$ cat config.mk
export PLATFORM = sky130hd
export DESIGN_NAME = bit_serial_adder
export DESIGN_NICKNAME = d
export VERILOG_FILES = /design/src/rtl/bsa_pkg.sv /design/src/rtl/bsa_shift_reg.sv /design/src/rtl/bsa_full_adder.sv /design/src/rtl/bsa_carry_ff.sv /design/src/rtl/bsa_seq.sv /design/src/rtl/bsa_result_reg.sv /design/src/rtl/bit_serial_adder.sv
export SDC_FILE = /design/constraint.sdc
export NUM_CORES = 1
export LEC_CHECK = 0
export ABC_AREA = 0
export BUFFER_PORTS_ARGS = -buffer_cell sky130_fd_sc_hd__buf_2
export CORE_UTILIZATION = 40
export DETAILED_ROUTE_END_ITERATION = 7
export SETUP_SLACK_MARGIN = 0.1
export SLEW_MARGIN = 20
export SYNTH_ARGS = -nofsm -noshare
export SYNTH_HDL_FRONTEND = slang
export SYNTH_SLANG_ARGS = --single-unit
$ cat constraint.sdc
create_clock -name clk_i -period 1.4 [get_ports clk_i]
set_input_delay 0.28 -clock clk_i [delete_from_list [all_inputs] [get_ports clk_i]]
set_output_delay 0.28 -clock clk_i [all_outputs]
set_load 0.05 [all_outputs]
$ cat src/rtl/bsa_pkg.sv
package bsa_pkg;
  typedef enum logic {
    ST_IDLE = 1'b0,
    ST_RUN  = 1'b1
  } bsa_state_e;
endpackage

$ cat src/rtl/bsa_shift_reg.sv
module bsa_shift_reg #(
  parameter int WIDTH = 8
) (
  input  logic             clk_i,
  input  logic             rst_ni,
  input  logic             load_i,
  input  logic             shift_i,
  input  logic [WIDTH-1:0] data_i,
  output logic             lsb_o
);
  logic [WIDTH-1:0] q;

  always_ff @(posedge clk_i or negedge rst_ni) begin
    if (!rst_ni)       q <= '0;
    else if (load_i)   q <= data_i;
    else if (shift_i)  q <= {1'b0, q[WIDTH-1:1]};
  end

  assign lsb_o = q[0];
endmodule

$ cat src/rtl/bsa_full_adder.sv
module bsa_full_adder (
  input  logic a_i,
  input  logic b_i,
  input  logic c_i,
  output logic s_o,
  output logic c_o
);
  logic p;
  assign p   = a_i ^ b_i;
  assign s_o = p ^ c_i;
  assign c_o = (a_i & b_i) | (p & c_i);
endmodule

$ cat src/rtl/bsa_carry_ff.sv
module bsa_carry_ff (
  input  logic clk_i,
  input  logic rst_ni,
  input  logic clr_i,
  input  logic en_i,
  input  logic d_i,
  output logic q_o
);
  always_ff @(posedge clk_i or negedge rst_ni) begin
    if (!rst_ni)    q_o <= 1'b0;
    else if (clr_i) q_o <= 1'b0;
    else if (en_i)  q_o <= d_i;
  end
endmodule

$ cat src/rtl/bsa_seq.sv
module bsa_seq
  import bsa_pkg::*;
#(
  parameter int WIDTH = 8
) (
  input  logic clk_i,
  input  logic rst_ni,
  input  logic start_i,
  output logic load_o,
  output logic shift_o,
  output logic busy_o,
  output logic done_o
);
  localparam int CNT_W = (WIDTH > 1) ? $clog2(WIDTH) : 1;
  localparam logic [CNT_W-1:0] LAST = CNT_W'(WIDTH - 1);

  bsa_state_e       state_q;
  logic [CNT_W-1:0] cnt_q;
  logic             done_q;

  assign load_o  = start_i && (state_q == ST_IDLE);
  assign shift_o = (state_q == ST_RUN);

  always_ff @(posedge clk_i or negedge rst_ni) begin
    if (!rst_ni) begin
      state_q <= ST_IDLE;
      cnt_q   <= '0;
      done_q  <= 1'b0;
    end else begin
      done_q <= 1'b0;
      unique case (state_q)
        ST_IDLE: if (load_o) begin
          state_q <= ST_RUN;
          cnt_q   <= '0;
        end
        ST_RUN: begin
          cnt_q <= cnt_q + 1'b1;
          if (cnt_q == LAST) begin
            state_q <= ST_IDLE;
            done_q  <= 1'b1;
          end
        end
        default: state_q <= ST_IDLE;
      endcase
    end
  end

  assign busy_o = (state_q == ST_RUN);
  assign done_o = done_q;
endmodule

$ cat src/rtl/bsa_result_reg.sv
module bsa_result_reg #(
  parameter int WIDTH = 8
) (
  input  logic             clk_i,
  input  logic             rst_ni,
  input  logic             shift_i,
  input  logic             bit_i,
  output logic [WIDTH-1:0] q_o
);
  // sum bits enter at the MSB; after WIDTH shifts bit 0 sits at q_o[0]
  always_ff @(posedge clk_i or negedge rst_ni) begin
    if (!rst_ni)      q_o <= '0;
    else if (shift_i) q_o <= {bit_i, q_o[WIDTH-1:1]};
  end
endmodule

$ cat src/rtl/bit_serial_adder.sv
module bit_serial_adder #(
  parameter int WIDTH = 8
) (
  input  logic             clk_i,
  input  logic             rst_ni,
  input  logic             start_i,
  input  logic             clr_carry_i,
  input  logic [WIDTH-1:0] x_i,
  input  logic [WIDTH-1:0] y_i,
  output logic             busy_o,
  output logic             done_o,
  output logic [WIDTH-1:0] z_o,
  output logic             cout_o
);
  localparam int N_OPND = 2;

  logic             load, shift;
  logic [WIDTH-1:0] opnd_d [N_OPND];
  logic [N_OPND-1:0] opnd_bit;
  logic             sum_bit, carry_nxt, carry_q, carry_clr;

  assign opnd_d[0] = x_i;
  assign opnd_d[1] = y_i;

  bsa_seq #(.WIDTH(WIDTH)) i_seq (
    .clk_i   (clk_i),
    .rst_ni  (rst_ni),
    .start_i (start_i),
    .load_o  (load),
    .shift_o (shift),
    .busy_o  (busy_o),
    .done_o  (done_o)
  );

  for (genvar g = 0; g < N_OPND; g++) begin : g_opnd
    bsa_shift_reg #(.WIDTH(WIDTH)) i_sreg (
      .clk_i   (clk_i),
      .rst_ni  (rst_ni),
      .load_i  (load),
      .shift_i (shift),
      .data_i  (opnd_d[g]),
      .lsb_o   (opnd_bit[g])
    );
  end

  bsa_full_adder i_fa (
    .a_i (opnd_bit[0]),
    .b_i (opnd_bit[1]),
    .c_i (carry_q),
    .s_o (sum_bit),
    .c_o (carry_nxt)
  );

  // start always clears; the external clear only acts while idle
  assign carry_clr = load | (clr_carry_i & ~busy_o);

  bsa_carry_ff i_cff (
    .clk_i  (clk_i),
    .rst_ni (rst_ni),
    .clr_i  (carry_clr),
    .en_i   (shift),
    .d_i    (carry_nxt),
    .q_o    (carry_q)
  );

  bsa_result_reg #(.WIDTH(WIDTH)) i_res (
    .clk_i   (clk_i),
    .rst_ni  (rst_ni),
    .shift_i (shift),
    .bit_i   (sum_bit),
    .q_o     (z_o)
  );

  assign cout_o = carry_q;
endmodule

==> results of run 1 <==
-- timing repair --
| action | in CTS | in global routing |
|---|---|---|
| hold buffers | 1 | 0 |
| endpoints found under the setup margin | 0 | 4 |
| hold endpoints to repair | 30 | 0 |
| resized for setup | 0 | 4 |
-- per-stage QoR --
step	worst slack [ns]	cell area (um2)	instances
6_report	0.145	1610	188
5_1_grt	0.104	1610	188
4_1_cts	0.129	1600	188
3_5_place_dp	0.187	1530	179
3_3_place_gp	0.232	1530	179
2_1_floorplan	0.126	1340	107
-- sequential cells by signal, indices dropped and copies added (netlist names) --
signal           cells
g_opnd.i_sreg.q     16
i_cff.q_o            1
i_res.q_o            8
i_seq.busy_o         1
i_seq.cnt_q          3
i_seq.done_o         1
-- layout by cell type (no fill, tap or decap) --
master         count
clkinvlp_4         1
dfrtp_1           28
fa_1               1
nor2_1             4
and2_1             1
nand2_1           14
clkbuf_4           9
o21ai_1            7
clkinv_2           1
o21ai_0            7
buf_4              4
inv_2              1
ha_1               2
inv_1              3
clkbuf_8           1
a22o_1             2
dlygate4sd3_1      1
mux2i_1           18
dfrtp_2            2
o41ai_4            1
buf_12             1
buf_2             26
mux2_2             7
nand2b_1           2
-- layer usage --
metal,wire length [um],GRT usage,share of wire,vias up
met1,957,0.165,0.46,419
met2,975,0.217,0.47,23
met5,0,0,0,-
met3,110,0.0455,0.053,5
li1,-,-,-,436
met4,48,0.0897,0.023,0
-- power by group through the flow --
stage	combinational, mW	sequential (mW)	clock [mW]
2_1_floorplan	0.784	1.86	0
3_3_place_gp	1.50	1.40	0
3_5_place_dp	1.54	1.42	0
4_1_cts	1.55	1.40	0.564
5_1_grt	1.70	1.45	0.600
6_report	1.54	1.40	0.538
-- worst max path at each step --
stage               slack [ns]      startpoint              to
floorplan                 0.13       i_cff.q_o       i_cff.q_o
global placement          0.23  i_seq.cnt_q[0]  i_seq.cnt_q[2]
detailed placement        0.19  i_seq.cnt_q[0]  i_seq.cnt_q[2]
CTS                       0.13    i_res.q_o[7]          z_o[7]
global route              0.10    i_res.q_o[4]          z_o[4]
finish                    0.15       i_cff.q_o          cout_o
-- cells by family (layout without fill, tap and decap cells) --
family | Yosys count | count (layout) | share of synthesized area
simple gates | 21 | 21 | 0.0645
compound gates | 17 | 17 | 0.0861
flops | 30 | 30 | 0.561
fa+ha+maj | 3 | 3 | 0.0337
mux | 25 | 25 | 0.194
buf+inv | 11 | 48 | 0.0608
-- area by class of cell --
| class | count | area (um2) |
|---|---|---|
| fillers | 314 | 1490 |
| multi-input cells | 66 | 505 |
| flip-flops and latches | 30 | 753 |
| clock inverters | 2 | 12.5 |
| repair buffers | 36 | 220 |
| inverters | 4 | 15.0 |
| well taps | 44 | 55.1 |
| clock buffers | 6 | 51.3 |
-- cells in the mapped netlist --
master / count / area (um2)
fa_1: 1 / 20.0
nor2_1: 4 / 15.0
dfrtp_1: 30 / 751
ha_1: 2 / 25.0
nand2b_1: 2 / 12.5
inv_1: 4 / 15.0
clkbuf_1: 1 / 3.75
buf_6: 2 / 22.5
mux2i_1: 18 / 180
mux2_2: 7 / 78.8
nand2_1: 14 / 52.6
o21ai_0: 7 / 35.0
buf_8: 2 / 30.0
a22o_1: 2 / 17.5
o21ai_1: 7 / 35.0
and2_1: 1 / 6.26
buf_2: 2 / 10.0
o41ai_4: 1 / 27.5
==> qor.txt, run 1 <==
Hold path startpoint: clr_carry_i
Max-slew violations: 0
Unrepaired setup endpoints after global routing: no
Post CTS Setup Buffer Count: 0
Ant diodes: 0
Iteration-0 DRC Markers: 20
Clock group share of total power: 0.155
CP endpoint kind: primary output
WP buf/inv: 1
Final WL: 2090 um
Switch share: 0.415
Overall Global Routing Usage: 0.140
Die Width: 59.8 um
DRC violations left: 0
Vias post-DR: 883
First-pass DRT Iterations: 4
TritonCTS clock tree: yes
Seq/Total Area, Yosys: 0.561
Hold Fails Final Rpt: 0
GP Congestion: 0.648
Vias in the first global route: 828
WP data required: 1.12 ns
Worst vdd ir: 0.804 mV
Power Dens Cells: 2160 nW/um2
Grt total ovfl: 0
CP Depth: 1
Status: complete, no violations
Layout net count: 166
Row cnt: 20
Worst path max stage delay: 0.39 ns
Combinational share of power: 0.443
Crit path time final: 1.25 ns
# port buffers: 30
FMAX: 0.797 GHz
Critical path fanouts, max: 2
Initial core utilization: 0.431
Syn nets: 130
H-tree Lvls: 2
Hold Crit Class: primary input to register
Worst-path clk slew: 0.10 ns
Clock Skew: 0.00619 ns
Pin count of the biggest net entering global routing: 31
Number of distinct library cells after synthesis: 18
Hold Path Depth: 2
Final Util: 0.520
Worst Hold End: i_cff.q_o
Least-Margin Pin Slew: 0.371 ns
Layout cells sized above 1: 0.375
Mapped Area: 1340 um2
Worst Reg2Reg Path Length in Cells: 3
Maxcap violations: 0
Worst path slowest cell: dfrtp_2
Period utilisation layout: 0.896
Via density: 4.70
Crit path cell chain: buf_2
CP arrival: 0.97 ns
Worst reg2reg endpoint: i_seq.cnt_q[2]
Critical Path Start Type: register
Clock latency on the worst-skew pair: 0.32 ns
Die footprint: 3580 um2
#FFs+latches synth: 30
Cell count after synthesis: 107
P_sw: 1.44 mW
CTS Buffer Depth: 2
Antenna Nets Post-Route: 0
TritonCTS Buffers: 5
CP Class: register to primary output
Placed wire-length estimate: 1480 um
Internal Power: 2.04 mW
Hold slack final: 0.160 ns
Root Buffer Master: clkbuf_4
# clock sinks: 30
Kind of cell adding the most delay to the critical path: flip-flops
Reg power frac: 0.402
R2r startpoint: i_seq.cnt_q[0]
First-pass GRT wire length: 3530 um
Worst relative slew slack: 0.753
Core Region: 3100 um2
I/O pin total: 31
Area Overhead vs Synth: 20.6%
Yosys warns: 0
Power, Total: 3.48 mW
Reg2Reg Setup Slack: 0.17 ns
# setup viols final: 0
Routed len/inst: 11.1 um
Syn_area_per_cell: 12.5 um2
Final setup TNS: 0 ns
LEAKAGE: 0.824 nW
Die H: 59.8 um
Antenna violations before repair: 0
Power figures use the tool's default switching activity.
==> inputs of run 2 (changes only) <==
--- a/config.mk
+++ b/config.mk
@@ -9,8 +9,8 @@
 export BUFFER_PORTS_ARGS = -buffer_cell sky130_fd_sc_hd__buf_2
 export CORE_UTILIZATION = 40
 export DETAILED_ROUTE_END_ITERATION = 7
+export PLACE_DENSITY_LB_ADDON = 0.3
 export SETUP_SLACK_MARGIN = 0.1
-export SLEW_MARGIN = 20
 export SYNTH_ARGS = -nofsm -noshare
 export SYNTH_HDL_FRONTEND = slang
 export SYNTH_SLANG_ARGS = --single-unit
==> qor.txt, run 2 (synthesized netlist as in run 1, its figures left out) <==
Least-Margin Pin Slew: 0.647 ns (+0.276 ns)
Hold Fails Final Rpt: 0 (unchanged)
Status: complete, no violations
Critical Path Start Type: register
TritonCTS clock tree: yes
Row cnt: 20 (unchanged)
WP data required: 1.12 ns (about the same)
Hold Path Depth: 2 (unchanged)
CP arrival: 0.96 ns (about the same)
Crit path time final: 1.24 ns (-0.0102 ns)
Reg2Reg Setup Slack: 0.19 ns (+0.02 ns)
# port buffers: 30 (unchanged)
Worst path slowest cell: dfrtp_2
LEAKAGE: 0.819 nW (-0.53%)
Layout fillers: 300 (-4.5%)
Hold Crit Class: primary input to register
Clock Skew: 0.00459 ns (-0.00160 ns)
Worst relative slew slack: 0.569 (-0.184)
CP Class: register to primary output
Initial core utilization: 0.431 (unchanged)
Overall Global Routing Usage: 0.140 (+0.000332)
R2r startpoint: i_seq.cnt_q[0]
Vias post-DR: 892 (+1.0%)
Worst reg2reg endpoint: i_seq.cnt_q[2]
Worst path max stage delay: 0.38 ns (about the same)
Period utilisation layout: 0.889 (-0.00727)
Iteration-0 DRC Markers: 8 (-60%)
First-pass GRT wire length: 3570 um (+1.2%)
Via density: 4.77 (+1.6%)
Commonest non-fill, non-tap cell in the layout: buf_2
Kind of cell adding the most delay to the critical path: flip-flops
DRC violations left: 0 (unchanged)
Worst vdd ir: 0.709 mV (-12%)
Worst Reg2Reg Path Length in Cells: 3 (unchanged)
Root Buffer Master: clkbuf_4
Final setup TNS: 0 ns (unchanged)
Power Dens Cells: 2170 nW/um2 (+0.47%)
H-tree Lvls: 2 (unchanged)
Max-slew violations: 0 (unchanged)
# setup viols final: 0 (unchanged)
Maxcap violations: 0 (unchanged)
FMAX: 0.803 GHz (+0.82%)
Vias in the first global route: 818 (-1.2%)
Most frequent cells in the layout: buf_2, dfrtp_1, mux2i_1, nand2_1
Die footprint: 3580 um2 (unchanged)
Worst-path clk slew: 0.09 ns (about the same)
Hold path startpoint: clr_carry_i
CTS Buffer Depth: 2 (unchanged)
Core Region: 3100 um2 (unchanged)
Pin count of the biggest net entering global routing: 31 (unchanged)
Post CTS Setup Buffer Count: 0 (unchanged)
Power, Total: 3.46 mW (-0.70%)
First-pass DRT Iterations: 2 (-2)
Unrepaired setup endpoints after global routing: no
Worst Hold End: i_cff.q_o
# clock sinks: 30 (unchanged)
Area Overhead vs Synth: 19.2%
Crit path cell chain: buf_2
WP buf/inv: 1 (unchanged)
TritonCTS Buffers: 5 (unchanged)
I/O pin total: 31 (unchanged)
Grt total ovfl: 0 (unchanged)
Layout net count: 165 (-0.60%)
Clock latency on the worst-skew pair: 0.32 ns (about the same)
Routed len/inst: 11.6 um (+4.3%)
Final WL: 2170 um (+3.7%)
Top flop regs: g_opnd.i_sreg.q: 16 flops, i_res.q_o: 8 flops, i_seq.cnt_q: 3 flops
Antenna violations before repair: 0 (unchanged)
Critical path fanouts, max: 3 (+1)
Die Width: 59.8 um (unchanged)
Layout cells sized above 1: 0.364 (-0.0114)
Die H: 59.8 um (unchanged)
GP Congestion: 0.655 (+1.1%)
Antenna Nets Post-Route: 0 (unchanged)
CP endpoint kind: primary output
Reg with most FFs: g_opnd.i_sreg.q
Placed wire-length estimate: 1560 um (+5.3%)
Ant diodes: 0 (unchanged)
Max reg flops: 16 (unchanged)
-- run 2: final cells by class --
class | instances | area, um2 | area share
clock inverters | 1 | 5.00 | 0.00314
inverters | 4 | 15.0 | 0.00942
repair buffers | 35 | 205 | 0.129
well taps | 44 | 55.1 | 0.0345
clock buffers | 7 | 55.1 | 0.0345
flip-flops and latches | 30 | 753 | 0.473
multi-input cells | 66 | 505 | 0.317
-- run 2: repair_timing --
item / 4_1_cts / 5_1_grt
hold buffers: 1 / 0
hold endpoints to repair: 30 / 0
gates resized for setup: 0 / 1
setup endpoints to repair: 0 / 1
-- run 2: where the power goes --
part / switching (mW) / internal [mW] / leakage, nW
Combinational: 0.966 / 0.561 / 0.398
Clock: 0.275 / 0.243 / 0.0353
Sequential: 0.196 / 1.21 / 0.386
Total: 1.44 / 2.02 / 0.819
-- run 2: worst max-delay path by stage --
stage,endpoint,from,slack (ns),cells after the start
6_report,busy_o,i_seq.busy_o,0.16,1
5_1_grt,z_o[5],i_res.q_o[5],0.10,1
4_1_cts,z_o[2],i_res.q_o[2],0.13,1
3_5_place_dp,i_seq.cnt_q[2],i_seq.cnt_q[0],0.20,3
3_3_place_gp,i_seq.cnt_q[2],i_seq.cnt_q[0],0.23,3
2_1_floorplan,i_cff.q_o,i_cff.q_o,0.13,4
-- run 2: per-layer routing --
layer | routed length, um | global-route usage | up-vias
met3 | 143 | 0.0628 | 3
met1 | 1010 | 0.164 | 428
met4 | 14 | 0.0598 | 0
met5 | 0 | 0 | -
met2 | 1000 | 0.221 | 27
li1 | - | - | 434
-- run 2: worst reg2reg max path, stage by stage, from the launching register on --
cell     delay, ns
dfrtp_1       0.41
ha_1          0.21
ha_1          0.27
a22o_1        0.22
-- run 2: per-stage QoR --
stage | instances | instance area, um2 | utilization | hold slack [ns] | worst slack [ns]
floorplan | 107 | 1340 | - | -0.0156 | 0.126
global placement | 178 | 1520 | 0.490 | 0.344 | 0.235
detailed placement | 178 | 1520 | 0.490 | 0.346 | 0.196
CTS | 187 | 1590 | 0.513 | 0.158 | 0.133
global route | 187 | 1590 | 0.514 | 0.161 | 0.104
finish | 187 | 1590 | 0.514 | 0.176 | 0.155
